==> src/rtl/ptw_pkg.sv <==
package ptw_pkg;

  typedef enum logic [1:0] {
    ACC_LOAD  = 2'd0,
    ACC_STORE = 2'd1,
    ACC_EXEC  = 2'd2,
    ACC_RSVD  = 2'd3
  } acc_e;

  typedef enum logic [1:0] {
    ST_IDLE,
    ST_REQ,
    ST_WAIT,
    ST_DONE
  } walk_st_e;

  localparam int BIT_V   = 0;
  localparam int BIT_R   = 1;
  localparam int BIT_W   = 2;
  localparam int BIT_X   = 3;
  localparam int BIT_A   = 6;
  localparam int BIT_D   = 7;
  localparam int PPN_LSB = 10;

  typedef struct packed {
    logic v;
    logic r;
    logic w;
    logic x;
    logic a;
    logic d;
  } pte_flags_t;

endpackage

==> src/rtl/ptw_pte_eval.sv <==
module ptw_pte_eval
  import ptw_pkg::*;
#(
  parameter int VPN_W  = 9,
  parameter int PPN_W  = 44,
  parameter int RSVD_W = 10,
  parameter int LVL_W  = 2
) (
  input  pte_flags_t        flags,
  input  logic [RSVD_W-1:0] rsvd,
  input  logic [PPN_W-1:0]  ppn,
  input  logic [LVL_W-1:0]  lvl,
  input  acc_e              acc,
  output logic              bad_enc,
  output logic              is_leaf,
  output logic              perm_ok,
  output logic              ad_ok,
  output logic              sp_aligned,
  output logic              dead_end
);

  // permission bit demanded by an access kind; the reserved kind never passes
  function automatic logic grant(pte_flags_t f, acc_e a);
    case (a)
      ACC_LOAD:  grant = f.r;
      ACC_STORE: grant = f.w;
      ACC_EXEC:  grant = f.x;
      default:   grant = 1'b0;
    endcase
  endfunction

  // page-number bits that a leaf at this level must leave zero
  function automatic logic [PPN_W-1:0] below_mask(logic [LVL_W-1:0] l);
    below_mask = ~({PPN_W{1'b1}} << (VPN_W * int'(l)));
  endfunction

  assign bad_enc    = !flags.v || (flags.w && !flags.r) || (|rsvd);
  assign is_leaf    = flags.r || flags.x;
  assign perm_ok    = grant(flags, acc);
  assign ad_ok      = flags.a && ((acc != ACC_STORE) || flags.d);
  assign sp_aligned = (ppn & below_mask(lvl)) == '0;
  assign dead_end   = !is_leaf && (lvl == '0);

endmodule

==> src/rtl/ptw_addr_gen.sv <==
module ptw_addr_gen #(
  parameter int VA_W    = 48,
  parameter int PPN_W   = 44,
  parameter int VPN_W   = 9,
  parameter int PGOFF_W = 12,
  parameter int PTE_LG  = 3,
  parameter int LVL_W   = 2,
  parameter int PA_W    = 56
) (
  input  logic [PPN_W-1:0] base_ppn,
  input  logic [PPN_W-1:0] leaf_ppn,
  input  logic [VA_W-1:0]  va,
  input  logic [LVL_W-1:0] lvl,
  output logic [PA_W-1:0]  pte_addr,
  output logic [PA_W-1:0]  leaf_pa
);

  localparam int VPN_ALL = VA_W - PGOFF_W;

  function automatic logic [VPN_W-1:0] vpn_at(logic [VA_W-1:0] v, logic [LVL_W-1:0] l);
    logic [VPN_ALL-1:0] t;
    t = v[VA_W-1:PGOFF_W] >> (VPN_W * int'(l));
    vpn_at = t[VPN_W-1:0];
  endfunction

  function automatic logic [PA_W-1:0] entry_addr(logic [PPN_W-1:0] b, logic [VPN_W-1:0] idx);
    logic [PA_W-1:0] base_b;
    logic [PA_W-1:0] off;
    base_b = '0;
    base_b[PA_W-1:PGOFF_W] = b;
    off = '0;
    off[PTE_LG +: VPN_W] = idx;
    entry_addr = base_b + off;
  endfunction

  function automatic logic [PA_W-1:0] splice(logic [PPN_W-1:0] p, logic [VA_W-1:0] v,
                                             logic [LVL_W-1:0] l);
    logic [PPN_W-1:0] keep;
    logic [PPN_W-1:0] vp;
    keep = {PPN_W{1'b1}} << (VPN_W * int'(l));
    vp = '0;
    vp[VPN_ALL-1:0] = v[VA_W-1:PGOFF_W];
    splice = {(p & keep) | (vp & ~keep), v[PGOFF_W-1:0]};
  endfunction

  assign pte_addr = entry_addr(base_ppn, vpn_at(va, lvl));
  assign leaf_pa  = splice(leaf_ppn, va, lvl);

endmodule

==> src/rtl/vm_walker.sv <==
module vm_walker
  import ptw_pkg::*;
#(
  parameter int VA_W    = 48,
  parameter int PPN_W   = 44,
  parameter int LEVELS  = 4,
  parameter int VPN_W   = 9,
  parameter int PGOFF_W = 12,
  parameter int PTE_W   = 64,
  parameter int PTE_LG  = 3,
  localparam int PA_W   = PPN_W + PGOFF_W
) (
  input  logic             clk,
  input  logic             rst_n,
  input  logic             req_valid,
  output logic             req_ready,
  input  logic [VA_W-1:0]  req_vaddr,
  input  logic [1:0]       req_acc,
  input  logic [PPN_W-1:0] req_root,
  output logic             mem_req_valid,
  input  logic             mem_req_ready,
  output logic [PA_W-1:0]  mem_req_addr,
  input  logic             mem_rsp_valid,
  input  logic [PTE_W-1:0] mem_rsp_data,
  output logic             done,
  output logic             done_fault,
  output logic [PA_W-1:0]  done_paddr
);

  localparam int LVL_W  = $clog2(LEVELS);
  localparam int RSVD_W = PTE_W - PPN_LSB - PPN_W;
  localparam logic [LVL_W-1:0] TOP_LVL = LVL_W'(LEVELS - 1);

  walk_st_e         st;
  logic [LVL_W-1:0] lvl;
  logic [PPN_W-1:0] base_ppn;
  logic [VA_W-1:0]  va_q;
  acc_e             acc_q;
  logic             fault_q;
  logic [PA_W-1:0]  pa_q;

  pte_flags_t        flg;
  logic [PPN_W-1:0]  pte_ppn;
  logic [RSVD_W-1:0] pte_rsvd;
  logic bad_enc, is_leaf, perm_ok, ad_ok, sp_aligned, dead_end;
  logic [PA_W-1:0] leaf_pa;

  // named events, visible to the bound checker
  logic req_fire, rsp_take, ev_leaf_ok, ev_descend, ev_fault;

  assign flg = '{v: mem_rsp_data[BIT_V], r: mem_rsp_data[BIT_R], w: mem_rsp_data[BIT_W],
                 x: mem_rsp_data[BIT_X], a: mem_rsp_data[BIT_A], d: mem_rsp_data[BIT_D]};
  assign pte_ppn  = mem_rsp_data[PPN_LSB +: PPN_W];
  assign pte_rsvd = mem_rsp_data[PTE_W-1 -: RSVD_W];

  ptw_pte_eval #(
    .VPN_W(VPN_W), .PPN_W(PPN_W), .RSVD_W(RSVD_W), .LVL_W(LVL_W)
  ) u_eval (
    .flags(flg), .rsvd(pte_rsvd), .ppn(pte_ppn), .lvl(lvl), .acc(acc_q),
    .bad_enc(bad_enc), .is_leaf(is_leaf), .perm_ok(perm_ok), .ad_ok(ad_ok),
    .sp_aligned(sp_aligned), .dead_end(dead_end)
  );

  ptw_addr_gen #(
    .VA_W(VA_W), .PPN_W(PPN_W), .VPN_W(VPN_W), .PGOFF_W(PGOFF_W),
    .PTE_LG(PTE_LG), .LVL_W(LVL_W), .PA_W(PA_W)
  ) u_addr (
    .base_ppn(base_ppn), .leaf_ppn(pte_ppn), .va(va_q), .lvl(lvl),
    .pte_addr(mem_req_addr), .leaf_pa(leaf_pa)
  );

  assign req_ready     = (st == ST_IDLE);
  assign mem_req_valid = (st == ST_REQ);
  assign done          = (st == ST_DONE);
  assign done_fault    = fault_q;
  assign done_paddr    = pa_q;

  assign req_fire   = req_valid && req_ready;
  assign rsp_take   = (st == ST_WAIT) && mem_rsp_valid;
  assign ev_leaf_ok = rsp_take && !bad_enc && is_leaf && perm_ok && ad_ok && sp_aligned;
  assign ev_descend = rsp_take && !bad_enc && !is_leaf && !dead_end;
  assign ev_fault   = rsp_take && !ev_leaf_ok && !ev_descend;

  always_ff @(posedge clk) begin
    if (!rst_n) begin
      st       <= ST_IDLE;
      lvl      <= '0;
      base_ppn <= '0;
      va_q     <= '0;
      acc_q    <= ACC_LOAD;
      fault_q  <= 1'b0;
      pa_q     <= '0;
    end else begin
      case (st)
        ST_IDLE: if (req_fire) begin
          va_q     <= req_vaddr;
          acc_q    <= acc_e'(req_acc);
          base_ppn <= req_root;
          lvl      <= TOP_LVL;
          st       <= ST_REQ;
        end
        ST_REQ: if (mem_req_ready) st <= ST_WAIT;
        ST_WAIT: begin
          if (ev_descend) begin
            lvl      <= lvl - 1'b1;
            base_ppn <= pte_ppn;
            st       <= ST_REQ;
          end else if (ev_leaf_ok) begin
            fault_q <= 1'b0;
            pa_q    <= leaf_pa;
            st      <= ST_DONE;
          end else if (ev_fault) begin
            fault_q <= 1'b1;
            pa_q    <= '0;
            st      <= ST_DONE;
          end
        end
        default: st <= ST_IDLE;
      endcase
    end
  end

endmodule

==> config.mk <==
export PLATFORM = sky130hd
export DESIGN_NAME = vm_walker
export DESIGN_NICKNAME = d
export VERILOG_FILES = /design/src/rtl/ptw_pkg.sv /design/src/rtl/ptw_pte_eval.sv /design/src/rtl/ptw_addr_gen.sv /design/src/rtl/vm_walker.sv
export SDC_FILE = /design/constraint.sdc
export NUM_CORES = 1
export LEC_CHECK = 0
export BUFFER_PORTS_ARGS = -buffer_cell sky130_fd_sc_hd__buf_2
export CORE_ASPECT_RATIO = 0.7
export CORE_MARGIN = 10
export CORE_UTILIZATION = 54
export CTS_CLUSTER_SIZE = 12
export DETAILED_ROUTE_END_ITERATION = 12
export HOLD_SLACK_MARGIN = 0.1
export PLACE_DENSITY = 0.88
export SETUP_SLACK_MARGIN = 0.5
export SLEW_MARGIN = 20
export SYNTH_ARGS = -nofsm -noshare
export SYNTH_HDL_FRONTEND = slang
export SYNTH_HIERARCHICAL = 1
export SYNTH_SLANG_ARGS = --single-unit
export TNS_END_PERCENT = 20
==> constraint.sdc <==
create_clock -name clk -period 3.25 [get_ports clk]
set_input_delay 0.325 -clock clk [delete_from_list [all_inputs] [get_ports clk]]
set_output_delay 0.325 -clock clk [all_outputs]
set_load 0.01 [all_outputs]
==> results.cfg <==
[global_routing]
grt_usage_pct = 23.9
grt_pass1_wl_microns = 37900
grt_overflow_total = 0
grt_start_max_net_pins = 97
antenna_found_initial = 2
grt_pass1_vias = 6812

[sta]
post-route-period-util_pct = 73.5
clock-skew-final_ps = 11.1
timing.setup.tns_ps = 0
maxSlewHeadroom_pct = 29.4
fin_crit_ps = 2390
final_hold_viol_count = 0
setup-violations-final = 0
slew_viol_final = 0
rsz0062_at_grt = no
fmax_mhz = 419
worstMarginPinSlew_ps = 1060

[pwr]
power_density_nw_per_um2 = 538
ir_drop_v = 0.000307
p_clk_share_pct = 41.6
p_sw_share_pct = 28.4
internal-power_uw = 3500
p_sw_uw = 1390
power_frac_comb_pct = 15.8
leakagePower_uw = 0.00416
p_total_uw = 4900
seqPwrFrac_pct = 42.6

[critical_path]
crit_chain = buf_4 > mux4_2 > buf_2
slowest_stage = dfxtp_1
crit_path_start_kind = flip-flop
cp_slowest_stage_delay_ps = 580
cp_max_fo = 11
critPathKind = reg2out
crit_arrival_ps = 2060
required_ps = 2920
endpoint_kind = primary output

[synthesis]
synth_edf_count = 0
synth_top_family_by_area = compound AO/OA/AOI/OAI gates
synth_common_cells = nand2_1 (212), dfxtp_1 (155), buf_4 (87), a211oi_1 (78), a21oi_1 (52)
ys_seq_elements = 155
netlist_top_cells_area = dfxtp_1 (40%), nand2_1 (10%), buf_4 (8.3%)
ys_async_sr_fraction_pct = 0
synth_compound_area_share_pct = 20.6
synthAdderAreaFrac_pct = 0
synth_area_sq_um = 7830
yosysMostFrequentCell = nand2_1
yosysWarnings = 6
synth_cells = 850
synth_mux_area_share_pct = 12.2
synth_top_area_cell = dfxtp_1
ys_types = 48
synth-simple-area-share_pct = 13.8
yosys.area.top_type_share_pct = 39.7
ys.flop_type = dfxtp_1
synth_xor_xnor_area_share_pct = 0
yosysSeqAreaShare_pct = 39.7
post_synth.cell_area_avg_sq_um = 9.21

[detailed_routing]
dr.pass1.iters = 5
wl_microns = 24800
wl_met3_microns = 2690
drtAntennaViolNets = 0
dr.first_iter.drc_count = 737
wl_per_cell_microns = 20.6
wl_met2_microns = 11400
top_layer = met4
wl_met1_microns = 10400
drc = 0
vias_per_cell = 5.64
num_vias = 6804

[finish]
final_area_sq_um = 9100
instances_no_fill = 1206
nFillCells = 1233
area_growth_pct = 16.3
ff_latch_area_sq_um = 3100
drive_above_1_share_pct = 39.8
finish.utilization_pct = 64.8
nNetsFinal = 1164
multiInputGateArea_sq_um = 3670

[run]
max_cap_violations = 0

[clock_tree]
cts_root_buf = clkbuf_16
clk_latency_ps = 410
cts_tree = yes
clk_pin_slew_ps = 70
ctsResizeCount = 0
clockBufferDepth = 2
postCtsSetupBuffers = 0
htreeDepth = 4
numCtsBuffers = 17
numClockSinks = 155
ctsHoldBuffers = 0

[hold_path]
hold_path.class = in2reg

[floorplan]
chipHeight_microns = 121
dieArea_sq_um = 19800
start_util_pct = 55.7
io_pins = 279
rows = 36
dieWidth_microns = 164
core_area_sq_um = 14100

[placement]
dp_hpwl_microns = 17900
dpl-instance-area_sq_um = 8490
port_buffers = 271
dp_cells = 1172
gp_congestion = 0.872

[run_status]
status = finished clean
## power by group through the flow
stage,sequential (uW),clock (uW),combinational [uW]
finish,2090,2040,773
CTS,2080,2070,771
global placement,2120,0,751
detailed placement,2130,0,767
global route,2100,2160,842
floorplan,2090,0,624
## final timing paths
check                                endpoint  slack (ps)  depth (start not counted)             startpoint
setup reg to reg  done_paddr[20]$_SDFFE_PN0P_         880                          7    lvl[0]$_SDFFE_PN0P_
setup / recovery             mem_req_addr[10]         860                          3    lvl[0]$_SDFFE_PN0P_
hold reg to reg         va_q[11]$_SDFFE_PN0P_         460                          2  va_q[11]$_SDFFE_PN0P_
hold / removal          va_q[35]$_SDFFE_PN0P_         150                          3          req_vaddr[35]
## critical path: cells and delay by family (launching register included)
family                 cells  cell delay (ps)
buffers and inverters      2              500
DFF                        1              580
muxes                      1              570
## final cells by class
type | instances | area share [%]
Multi-Input combinational cell | 543 | 40.4
Sequential cell | 155 | 34.1
Timing Repair Buffer | 282 | 16.2
Clock buffer | 17 | 4.67
Tap cell | 190 | 2.61
Clock inverter | 15 | 1.94
Inverter | 2 | 0.0962
Antenna cell | 2 | 0.0550
## logic make-up after synthesis
kind of cell / count (synthesis)
buffers and inverters: 154
AND/OR/NAND/NOR: 249
other: 1
flip-flops: 155
multiplexers: 81
AO/OA/AOI/OAI: 210
## registers in the layout (all words and copies together), names as in the netlist
signal	flops
lvl	2
va_q	48
st	2
base_ppn	44
done_paddr	56
done_fault	1
acc_q	2
## metrics by stage
stage,hold slack [ps],setup slack (ps)
floorplan,433,1460
global placement,443,740
detailed placement,448,666
CTS,129,842
global route,126,769
finish,148,861
## layer usage
metal | GRT usage, % | vias to the layer above
li1 | - | 3232
met3 | 7.46 | 28
met5 | 0 | -
met4 | 6.07 | 0
met1 | 31.2 | 3180
met2 | 37.7 | 364
## layout by cell type (no fill, tap or decap), drive strengths merged, types with 6 or more instances in the layout
master / instances
a211oi: 88
dfxtp: 155
clkinv: 6
mux4: 9
o22ai: 56
nor2: 6
mux2: 27
inv: 9
nor3: 6
a21oi: 52
mux2i: 45
clkbuf: 17
nand2: 213
buf: 282
Note: power is estimated with default switching activity, not from simulation.
